$ cat src/rtl/swm_pkg.sv
package swm_pkg;

  typedef enum logic [2:0] {
    OP_RESET = 3'd0,
    OP_WBIT  = 3'd1,
    OP_RBIT  = 3'd2,
    OP_WBYTE = 3'd3,
    OP_RBYTE = 3'd4
  } op_e;

  typedef enum logic [1:0] {
    ST_IDLE,
    ST_RLOW,
    ST_RLSN,
    ST_SLOT
  } st_e;

  function automatic int unsigned us_to_cyc(input int unsigned hz, input int unsigned us);
    return (hz / 1000000) * us;
  endfunction

  function automatic logic op_legal(input logic [2:0] code);
    return code <= 3'd4;
  endfunction

  function automatic int unsigned max3(input int unsigned a, input int unsigned b,
                                       input int unsigned c);
    int unsigned m;
    m = (a > b) ? a : b;
    return (m > c) ? m : c;
  endfunction

endpackage

$ cat src/rtl/swm_sync.sv
module swm_sync #(
  parameter logic RST_VAL = 1'b1
) (
  input  logic clk,
  input  logic rst_n,
  input  logic d,
  output logic q
);
  logic s1_q, s2_q;

  always_ff @(posedge clk) begin
    if (!rst_n) begin
      s1_q <= RST_VAL;
      s2_q <= RST_VAL;
    end else begin
      s1_q <= d;
      s2_q <= s1_q;
    end
  end

  assign q = s2_q;
endmodule

$ cat src/rtl/swm_phase_timer.sv
module swm_phase_timer #(
  parameter int CW = 16
) (
  input  logic          clk,
  input  logic          rst_n,
  input  logic          clr,
  output logic [CW-1:0] cnt
);
  always_ff @(posedge clk) begin
    if (!rst_n || clr) cnt <= '0;
    else               cnt <= cnt + 1'b1;
  end
endmodule

$ cat src/rtl/swm_shift.sv
module swm_shift #(
  parameter int DW = 8
) (
  input  logic          clk,
  input  logic          rst_n,
  input  logic          load,
  input  logic [DW-1:0] load_val,
  input  logic          shift,
  input  logic          shift_in,
  output logic [DW-1:0] q
);
  always_ff @(posedge clk) begin
    if (!rst_n)     q <= '0;
    else if (load)  q <= load_val;
    else if (shift) q <= {shift_in, q[DW-1:1]};
  end
endmodule

$ cat src/rtl/swm_engine.sv
module swm_engine
  import swm_pkg::*;
#(
  parameter int unsigned CLK_FREQ_HZ   = 50_000_000,
  parameter int unsigned BYTE_W        = 8,
  parameter int unsigned RST_LOW_US    = 500,
  parameter int unsigned RST_LISTEN_US = 480,
  parameter int unsigned PRES_SMP_US   = 70,
  parameter int unsigned W1_LOW_US     = 6,
  parameter int unsigned W0_LOW_US     = 64,
  parameter int unsigned RD_LOW_US     = 6,
  parameter int unsigned RD_SMP_US     = 14,
  parameter int unsigned SLOT_US       = 70
) (
  input  logic              clk,
  input  logic              rst_n,
  input  logic              cmd_valid,
  input  logic [2:0]        cmd_op,
  input  logic [BYTE_W-1:0] cmd_data,
  input  logic              cmd_spu,
  output logic              busy,
  output logic              done,
  output logic              presence,
  output logic [BYTE_W-1:0] rd_data,
  output logic              pull_n,
  input  logic              line_i,
  output logic              spu_en
);
  localparam int unsigned C_RST = us_to_cyc(CLK_FREQ_HZ, RST_LOW_US);
  localparam int unsigned C_LSN = us_to_cyc(CLK_FREQ_HZ, RST_LISTEN_US);
  localparam int unsigned C_PS  = us_to_cyc(CLK_FREQ_HZ, PRES_SMP_US);
  localparam int unsigned C_W1  = us_to_cyc(CLK_FREQ_HZ, W1_LOW_US);
  localparam int unsigned C_W0  = us_to_cyc(CLK_FREQ_HZ, W0_LOW_US);
  localparam int unsigned C_RD  = us_to_cyc(CLK_FREQ_HZ, RD_LOW_US);
  localparam int unsigned C_RDS = us_to_cyc(CLK_FREQ_HZ, RD_SMP_US);
  localparam int unsigned C_SLT = us_to_cyc(CLK_FREQ_HZ, SLOT_US);
  localparam int unsigned C_MAX = max3(C_RST, C_LSN, C_SLT);
  localparam int CW  = $clog2(C_MAX + 1);
  localparam int BCW = $clog2(BYTE_W + 1);

  localparam logic [CW-1:0] L_RST = CW'(C_RST);
  localparam logic [CW-1:0] L_LSN = CW'(C_LSN);
  localparam logic [CW-1:0] L_PS  = CW'(C_PS);
  localparam logic [CW-1:0] L_W1  = CW'(C_W1);
  localparam logic [CW-1:0] L_W0  = CW'(C_W0);
  localparam logic [CW-1:0] L_RD  = CW'(C_RD);
  localparam logic [CW-1:0] L_RDS = CW'(C_RDS);
  localparam logic [CW-1:0] L_SLT = CW'(C_SLT);
  localparam logic [BCW-1:0] L_LASTB = BCW'(BYTE_W - 1);

  st_e               st_q;
  logic [2:0]        op_q;
  logic              spu_req_q, spu_q, smp_q, pres_q, done_q;
  logic [BCW-1:0]    bit_q;
  logic [BYTE_W-1:0] rd_q, sh_q, rd_next;
  logic [CW-1:0]     cnt, phase_lim, low_len;
  logic              line_s;

  // named internal events, also observed by the bound checker
  logic accept, phase_end, slot_end, finish, last_slot, is_read, is_byte;

  swm_sync #(.RST_VAL(1'b1)) u_sync (
    .clk(clk), .rst_n(rst_n), .d(line_i), .q(line_s)
  );

  swm_phase_timer #(.CW(CW)) u_tmr (
    .clk(clk), .rst_n(rst_n),
    .clr(accept || phase_end || (st_q == ST_IDLE)), .cnt(cnt)
  );

  swm_shift #(.DW(BYTE_W)) u_sh (
    .clk(clk), .rst_n(rst_n), .load(accept), .load_val(cmd_data),
    .shift(slot_end), .shift_in(smp_q), .q(sh_q)
  );

  assign accept  = cmd_valid && (st_q == ST_IDLE) && op_legal(cmd_op);
  assign is_read = (op_q == OP_RBIT) || (op_q == OP_RBYTE);
  assign is_byte = (op_q == OP_WBYTE) || (op_q == OP_RBYTE);

  always_comb begin
    if (is_read)      low_len = L_RD;
    else if (sh_q[0]) low_len = L_W1;
    else              low_len = L_W0;
  end

  always_comb begin
    case (st_q)
      ST_RLOW: phase_lim = L_RST;
      ST_RLSN: phase_lim = L_LSN;
      ST_SLOT: phase_lim = L_SLT;
      default: phase_lim = CW'(1);
    endcase
  end

  assign phase_end = (st_q != ST_IDLE) && (cnt == phase_lim - 1'b1);
  assign last_slot = is_byte ? (bit_q == L_LASTB) : (bit_q == '0);
  assign slot_end  = phase_end && (st_q == ST_SLOT);
  assign finish    = phase_end && ((st_q == ST_RLSN) || ((st_q == ST_SLOT) && last_slot));
  assign rd_next   = is_byte ? {smp_q, sh_q[BYTE_W-1:1]} : {{(BYTE_W-1){1'b0}}, smp_q};

  always_comb begin
    case (st_q)
      ST_RLOW: pull_n = 1'b0;
      ST_SLOT: pull_n = (cnt >= low_len);
      default: pull_n = 1'b1;
    endcase
  end

  always_ff @(posedge clk) begin
    if (!rst_n) begin
      st_q      <= ST_IDLE;
      op_q      <= 3'd0;
      spu_req_q <= 1'b0;
      spu_q     <= 1'b0;
      smp_q     <= 1'b0;
      pres_q    <= 1'b0;
      done_q    <= 1'b0;
      bit_q     <= '0;
      rd_q      <= '0;
    end else begin
      done_q <= 1'b0;
      if (accept) begin
        op_q      <= cmd_op;
        spu_req_q <= cmd_spu;
        spu_q     <= 1'b0;
        bit_q     <= '0;
        st_q      <= (cmd_op == OP_RESET) ? ST_RLOW : ST_SLOT;
      end
      case (st_q)
        ST_RLOW: if (phase_end) st_q <= ST_RLSN;
        ST_RLSN: if (cnt == L_PS) pres_q <= !line_s;
        ST_SLOT: begin
          if (cnt == L_RDS) smp_q <= line_s;
          if (slot_end && !last_slot) bit_q <= bit_q + 1'b1;
          if (finish && is_read) rd_q <= rd_next;
        end
        default: ;
      endcase
      if (finish) begin
        st_q   <= ST_IDLE;
        done_q <= 1'b1;
        spu_q  <= spu_req_q;
      end
    end
  end

  assign busy     = (st_q != ST_IDLE);
  assign done     = done_q;
  assign presence = pres_q;
  assign rd_data  = rd_q;
  assign spu_en   = spu_q;

endmodule

$ cat config.mk
export PLATFORM = sky130hd
export DESIGN_NAME = swm_engine
export DESIGN_NICKNAME = d
export VERILOG_FILES = /design/src/rtl/swm_pkg.sv /design/src/rtl/swm_sync.sv /design/src/rtl/swm_phase_timer.sv /design/src/rtl/swm_shift.sv /design/src/rtl/swm_engine.sv
export SDC_FILE = /design/constraint.sdc
export NUM_CORES = 1
export LEC_CHECK = 0
export CORE_AREA = 2 2 97 62
export CTS_CLUSTER_DIAMETER = 40
export DETAILED_ROUTE_END_ITERATION = 10
export DIE_AREA = 0 0 99 64
export DONT_BUFFER_PORTS = 1
export PLACE_DENSITY = 0.79
export SYNTH_ARGS = -nofsm -noshare
export SYNTH_HDL_FRONTEND = slang
export SYNTH_SLANG_ARGS = --single-unit
export TNS_END_PERCENT = 10
$ cat constraint.sdc
create_clock -name clk -period 2.75 [get_ports clk]
set_input_delay 0.4125 -clock clk [delete_from_list [all_inputs] [get_ports clk]]
set_output_delay 0.4125 -clock clk [all_outputs]
set_load 0.05 [all_outputs]
==> results of run 1 <==
-- routing by layer --
| metal | wire length, um | share of wire | track usage | vias up |
|---|---|---|---|---|
| li1 | - | - | - | 1270 |
| met1 | 3520 | 0.46 | 0.359 | 1218 |
| met2 | 3020 | 0.40 | 0.340 | 124 |
| met3 | 856 | 0.11 | 0.0821 | 23 |
| met4 | 197 | 0.026 | 0.0753 | 0 |
| met5 | 0 | 0 | 0 | - |
-- cells in the mapped netlist (7+ instances only) --
library cell	instances	area share
dfxtp_1	47	0.32
nand3_1	32	0.055
nor2_1	27	0.035
inv_1	21	0.027
nand2_1	20	0.026
ha_1	14	0.060
a21oi_1	13	0.022
nor2b_1	13	0.028
clkbuf_1	12	0.015
nor3_1	12	0.021
nand4_1	11	0.024
xor2_1	11	0.033
o211ai_1	9	0.023
o31ai_1	8	0.021
xnor2_1	8	0.024
mux2i_1	7	0.024
-- timing repair --
item / 4_1_cts / 5_1_grt
setup endpoints to repair: 1 / 1
pin swaps: 7 / 3
setup buffers: 5 / 1
resized for setup: 13 / 4
-- sequential cells by signal, summed over array words and instances, names as in the netlist --
name         flops
bit_q            4
done             1
op_q             3
presence         1
rd_data          8
smp_q            1
spu_en           1
spu_req_q        1
st_q             2
u_sh.q           8
u_sync.q         1
u_sync.s1_q      1
u_tmr.cnt       15
-- layout make-up --
cell class	count	area, um^2	area share
clock inverters	1	7.51	0.00232
flip-flops and latches	47	950	0.294
multi-input cells	261	1880	0.583
clock buffers	7	96.3	0.0298
well taps	69	86.3	0.0267
repair buffers	15	125	0.0387
inverters	22	82.6	0.0256
-- final timing paths --
check | endpoint | cells after the start | slack, ps | start
worst max-delay path | pull_n | 10 | -20 | op_q[2]
worst min-delay path | u_sync.s1_q | 1 | 170 | rst_n
worst max register to register | u_sh.q[4] | 7 | 170 | st_q[1]
worst min register to register | u_sync.q | 1 | 420 | u_sync.s1_q
-- kinds of logic (layout without fill, tap and decap cells) --
kind of cell	Yosys count	in the layout
muxes	8	8
DFF	47	47
and+or+nand+nor	148	148
adders and majority gates	14	14
buffers and inverters	42	45
AOI/OAI and AO/OA	72	72
xor gates and xnor gates	19	19
-- power groups by stage --
stage / Clock [uW] / Sequential, uW / Combinational, uW
floorplan: 0 / 730 / 278
global placement: 0 / 735 / 357
detailed placement: 0 / 736 / 365
CTS: 478 / 720 / 393
global route: 508 / 724 / 448
finish: 472 / 721 / 415
-- critical path, stage by stage, from the launching register on --
cell and delay (ps):
dfxtp_4 380, xor2_4 190, a21oi_2 170, inv_2 110
ha_4 280, nand3b_1 140, nor2_1 130, mux2i_1 90
o2111ai_2 240, o2bb2ai_2 160, buf_12 160
-- stage by stage --
step	setup slack [ps]	util
6_report	-20.9	0.600
5_1_grt	-93.4	0.600
4_1_cts	-18.1	0.595
3_5_place_dp	71.0	0.557
3_3_place_gp	221	0.557
2_1_floorplan	48.9	-
==> metrics.cfg, run 1 <==
[outcome]
status = finished, violations left
violations = negative setup slack

[cts]
htreeDepth = 2
cts_root_buf = clkbuf_8
clkTransAtPathRegs_ps = 90
clock_sinks = 47
tritoncts = built
clk_latency_ps = 310
numCtsBuffers = 5
postCtsHoldBufs = 0
cts_buffer_depth = 2

[run]
max_cap_viol_count = 0

[placed_design]
placed_cell_area_um2 = 3000
gp_congestion = 0.853
dp_cells = 408
post-dp-hpwl_um = 5470
numPortBuffers = 0

[worst_setup_path]
worst-setup-path-type = reg2out
worstSetupStartpointType = register
critPathCaptureType = primary output
crit_required_ps = 2340
path_max_fanout = 4
arrival_ps = 2360

[power_and_ir_drop]
power_frac_comb = 0.258
switching_share = 0.326
pwr_density_cell_nw_per_um2 = 497
p_leak_uw = 0.00113
pwr-share-seq = 0.449
ir_drop_uv = 247
p_sw_uw = 523
power_uw = 1610
pwr-share-clk = 0.293
internal-power_uw = 1080

[sta]
setup_tns_ps = -20.9
finalSetupViolations = 1
slew-limit-headroom = 0.538
fin_ws_ps = -20.9
finalCritPeriodShare = 1.01
fmax_mhz = 361
hold_violations = 0
worst_pin_slew_ps = 690
period_minus_slack_ps = 2770
clock_skew_ps = 4.89
maxSlewViolCount = 0
rsz0062_at_grt = true
hold_ws_ps = 175

[logic_synthesis]
synth_edf_count = 0
synthMuxAreaShare = 0.0279
async_reset_ff_frac = 0
ys.flop_type = dfxtp_1
synth-seq-cells = 47
syn_inst = 350
yosysWarningCount = 0
syn_avg_cell_area_um2 = 8.33
synth_top_family_by_area = simple AND/OR/NAND/NOR gates
netlist_area_um2 = 2920
synth_compound_area_frac = 0.206
seq_area_frac_synth = 0.323
synth_xor_area_frac = 0.0571
synth-simple-area-share = 0.267
synth_nets = 380
synthAdderAreaFrac = 0.0601
yosysUniqueCellTypes = 58

[detailed_routing]
finalWirelength_um = 7590
route.detailed.drc = 0
wire_per_inst_um = 18.0
vias_per_cell = 6.24
dr_total_vias = 2635
ant_nets = 0
first_pass_iters = 5
drt_iter0_drc = 341

[layout]
fin_nets = 382
layout_commonest_cell = dfxtp_1
n_fill_cell = 461
stdcell_area_um2 = 3230
final_cells = 422
antennaDiodeCount = 0
drive_gt1_frac = 0.136
layout_common_cells = dfxtp_1 (44), nand3_1 (32), nor2_1 (27)
area_delta_synth_final_pct = 10.9

[die]
dieArea_um2 = 6340
core.rowCount = 21
dieHeight_um = 64
start_util = 0.541
pin_count = 29
die_w_um = 99
coreArea_um2 = 5390

[global_route]
grt_pass1_wl_um = 12300
grt_usage = 0.246
grt-ovfl-total = 0
antenna_found_initial = 0
grt_max_degree = 33
grt_pass1_vias = 2396

[hold_path]
hold_class = in2reg

No activity file was read; power rests on OpenSTA's default activity.
==> run 2: changes to the inputs <==
--- a/config.mk
+++ b/config.mk
@@ -5,12 +5,14 @@
 export SDC_FILE = /design/constraint.sdc
 export NUM_CORES = 1
 export LEC_CHECK = 0
-export CORE_AREA = 2 2 97 62
+export CELL_PAD_IN_SITES_DETAIL_PLACEMENT = 0
+export CELL_PAD_IN_SITES_GLOBAL_PLACEMENT = 2
+export CORE_AREA = 2 2 121 76
 export CTS_CLUSTER_DIAMETER = 40
 export DETAILED_ROUTE_END_ITERATION = 10
-export DIE_AREA = 0 0 99 64
+export DIE_AREA = 0 0 123 78
 export DONT_BUFFER_PORTS = 1
-export PLACE_DENSITY = 0.79
+export PLACE_DENSITY = 0.85
 export SYNTH_ARGS = -nofsm -noshare
 export SYNTH_HDL_FRONTEND = slang
 export SYNTH_SLANG_ARGS = --single-unit
==> constraint.sdc (replaced) <==
create_clock -name clk -period 2.3 [get_ports clk]
set_input_delay 0.345 -clock clk [delete_from_list [all_inputs] [get_ports clk]]
set_output_delay 0.345 -clock clk [all_outputs]
set_load 0.05 [all_outputs]
==> run 2 against run 1 <==
  * The flow still finishes with violations (negative setup slack)
  * Wire length grew 18%
  * Utilization down 14 points
  * Sequential share of layout area is 4.7 points lower
==> metrics.cfg, run 2 (same netlist as run 1, synthesis figures left out) <==
[die]
dieHeight_um = 78  ; was 64 um
coreArea_um2 = 8390  ; was 5390 um^2
die_w_um = 123  ; was 99 um
core.rowCount = 26  ; was 21
start_util = 0.347  ; was 0.541
dieArea_um2 = 9590  ; was 6340 um^2
pin_count = 29  ; unchanged

[global_route]
grt_pass1_vias = 2648  ; was 2396
grt_pass1_wl_um = 13900  ; was 12300 um
grt_usage = 0.187  ; was 0.246
grt_max_degree = 33  ; unchanged
antenna_found_initial = 0  ; unchanged
grt-ovfl-total = 0  ; unchanged

[power_and_ir_drop]
p_sw_uw = 758  ; was 523 uW
pwr_density_cell_nw_per_um2 = 616  ; was 497 nW/um^2
p_leak_uw = 0.00138  ; was 0.00113 uW
power_frac_comb = 0.329  ; was 0.258
pwr-share-seq = 0.363  ; was 0.449
ir_drop_uv = 369  ; was 247 uV
switching_share = 0.322  ; was 0.326
internal-power_uw = 1600  ; was 1080 uW
pwr-share-clk = 0.308  ; was 0.293

[sta]
fmax_mhz = 371
maxSlewViolCount = 0  ; unchanged
finalSetupViolations = 1  ; unchanged
worst_pin_slew_ps = 705  ; was 690 ps
clock_skew_ps = 5.29  ; was 4.89 ps
slew-limit-headroom = 0.528  ; was 0.538
setup_tns_ps = -393  ; was -20.9 ps
period_minus_slack_ps = 2690
hold_violations = 0  ; unchanged
fin_ws_ps = -393  ; was -20.9 ps
rsz0062_at_grt = true  ; unchanged
finalCritPeriodShare = 1.17

[placed_design]
place_worst_setup_slack_ps = -81.2  ; was 71.0 ps
numPortBuffers = 0  ; unchanged
gp_congestion = 0.920  ; was 0.853
post-dp-hpwl_um = 6420  ; was 5470 um

[detailed_routing]
vias_per_cell = 5.45  ; was 6.24
ant_nets = 0  ; unchanged
wire_per_inst_um = 17.7  ; was 18.0 um
dr_total_vias = 2759  ; was 2635
first_pass_iters = 4  ; was 5
finalWirelength_um = 8950  ; was 7590 um
route.detailed.drc = 0  ; unchanged
drt_iter0_drc = 264  ; was 341

[worst_setup_path]
worst-setup-path-type = reg2out  ; unchanged
crit_required_ps = 1960  ; was 2340 ps
rr_startpoint = st_q[1]  ; unchanged
slowest_stage = dfxtp_2  ; was dfxtp_4
path_max_fanout = 4  ; unchanged
worst-r2r-cell-count = 7  ; unchanged
worstSetupStartpointType = register  ; unchanged
max_stage_delay_ps = 340  ; was 380 ps
arrival_ps = 2350  ; was 2360 ps
r2r_slack_ps = 10  ; was 170 ps
critPathBufInv = 3  ; was 2
path_cells = xor2_2 -> a21oi_2 -> inv_2 -> ha_4 -> nand3b_1 -> buf_4 -> nor4_4 -> a2111oi_4 -> o2bb2ai_2 -> buf_12  ; was xor2_4 -> a21oi_2 -> inv_2 -> ha_4 -> nand3b_1 -> nor2_1 -> mux2i_1 -> o2111ai_2 -> o2bb2ai_2 -> buf_12
critPathCaptureType = primary output  ; unchanged
reg2reg_to = spu_en  ; was u_sh.q[4]
path_delay_family = compound AO/OA/AOI/OAI gates  ; unchanged

[layout]
drive_gt1_frac = 0.256  ; was 0.136
antennaDiodeCount = 0  ; unchanged
area_delta_synth_final_pct = 31.3  ; was 10.9%
layout_common_cells = buf_4 (46), dfxtp_1 (44), nand3_1 (32)  ; was dfxtp_1 (44), nand3_1 (32), nor2_1 (27)
fin_nets = 423  ; was 382
largest_reg_flops = 15  ; unchanged
top_register = u_tmr.cnt  ; unchanged
layout_commonest_cell = buf_4  ; was dfxtp_1

[cts]
cts_root_buf = clkbuf_16  ; was clkbuf_8
clk_latency_ps = 290  ; was 310 ps
htreeDepth = 2  ; unchanged
numCtsBuffers = 5  ; unchanged
tritoncts = built  ; unchanged
cts_buffer_depth = 2  ; unchanged
clock_sinks = 47  ; unchanged
clkTransAtPathRegs_ps = 70  ; was 90 ps

[hold_path]
hp-start = rst_n  ; unchanged
whs_endpoint = u_sync.q  ; was u_sync.s1_q
min_path_cells = 1  ; unchanged
hold_class = in2reg  ; unchanged

[outcome]
violations = negative setup slack  ; unchanged
status = finished, violations left  ; unchanged

[run]
max_cap_viol_count = 0  ; unchanged

run 2: stage by stage:
stage          hold WS [ps]  total power, uW  instance area, um^2   util  instances
5_1_grt                 134             2470                 3830  0.456        506
6_report                134             2360                 3830  0.456        506
3_5_place_dp            392             1440                 3390  0.404        489
3_3_place_gp            394             1430                 3390  0.404        489
2_1_floorplan           386             1210                 2960      -        350
4_1_cts                 126             2200                 3590  0.428        500
run 2: cell type report:
| type | instances | area [um^2] |
|---|---|---|
| fill | 825 | 4570 |
| clock inverter | 1 | 5.00 |
| tap | 112 | 140 |
| sequential | 47 | 945 |
| multi-input combinational | 262 | 2040 |
| timing repair buffer | 55 | 487 |
| clock buffer | 7 | 133 |
| inverter | 22 | 82.6 |
run 2: repair_timing:
action | in CTS | in global routing
resized for setup | 8 | 32
pin swaps | 13 | 23
cloned | 0 | 2
endpoints found under the hold margin | 0 | 0
hold buffers | 0 | 0
buffers inserted | 3 | 4
endpoints found under the setup margin | 36 | 39
run 2: per-layer routing:
metal | track usage | vias to the layer above | routed length (um)
met3 | 0.0559 | 8 | 631
li1 | - | 1357 | -
met1 | 0.288 | 1317 | 4640
met2 | 0.250 | 77 | 3620
met5 | 0 | - | 0
met4 | 0.0420 | 0 | 67
run 2: worst max-delay path by stage:
stage | startpoint | to | slack [ps] | depth (start not counted)
2_1_floorplan | op_q[1] | pull_n | -90 | 8
5_1_grt | op_q[1] | pull_n | -510 | 10
3_5_place_dp | st_q[1] | bit_q[1] | -80 | 8
6_report | op_q[1] | pull_n | -390 | 10
3_3_place_gp | st_q[0] | bit_q[0] | -7 | 8
4_1_cts | op_q[2] | pull_n | -300 | 9
run 2: worst register-to-register path: cells and delay by family (launching register included):
| family | cells | cell delay (ps) |
|---|---|---|
| multiplexers | 1 | 220 |
| AO/OA/AOI/OAI | 3 | 1050 |
| AND/OR/NAND/NOR | 1 | 340 |
| adder cells (fa/ha/maj) | 1 | 210 |
| buffers and inverters | 1 | 70 |
| flip-flops | 1 | 340 |
run 2: power by group through the flow:
stage          clock (uW)  combinational (uW)  sequential, uW
3_3_place_gp            0                 561             870
4_1_cts               741                 605             853
6_report              726                 775             854
2_1_floorplan           0                 341             874
5_1_grt               783                 828             856
3_5_place_dp            0                 568             871
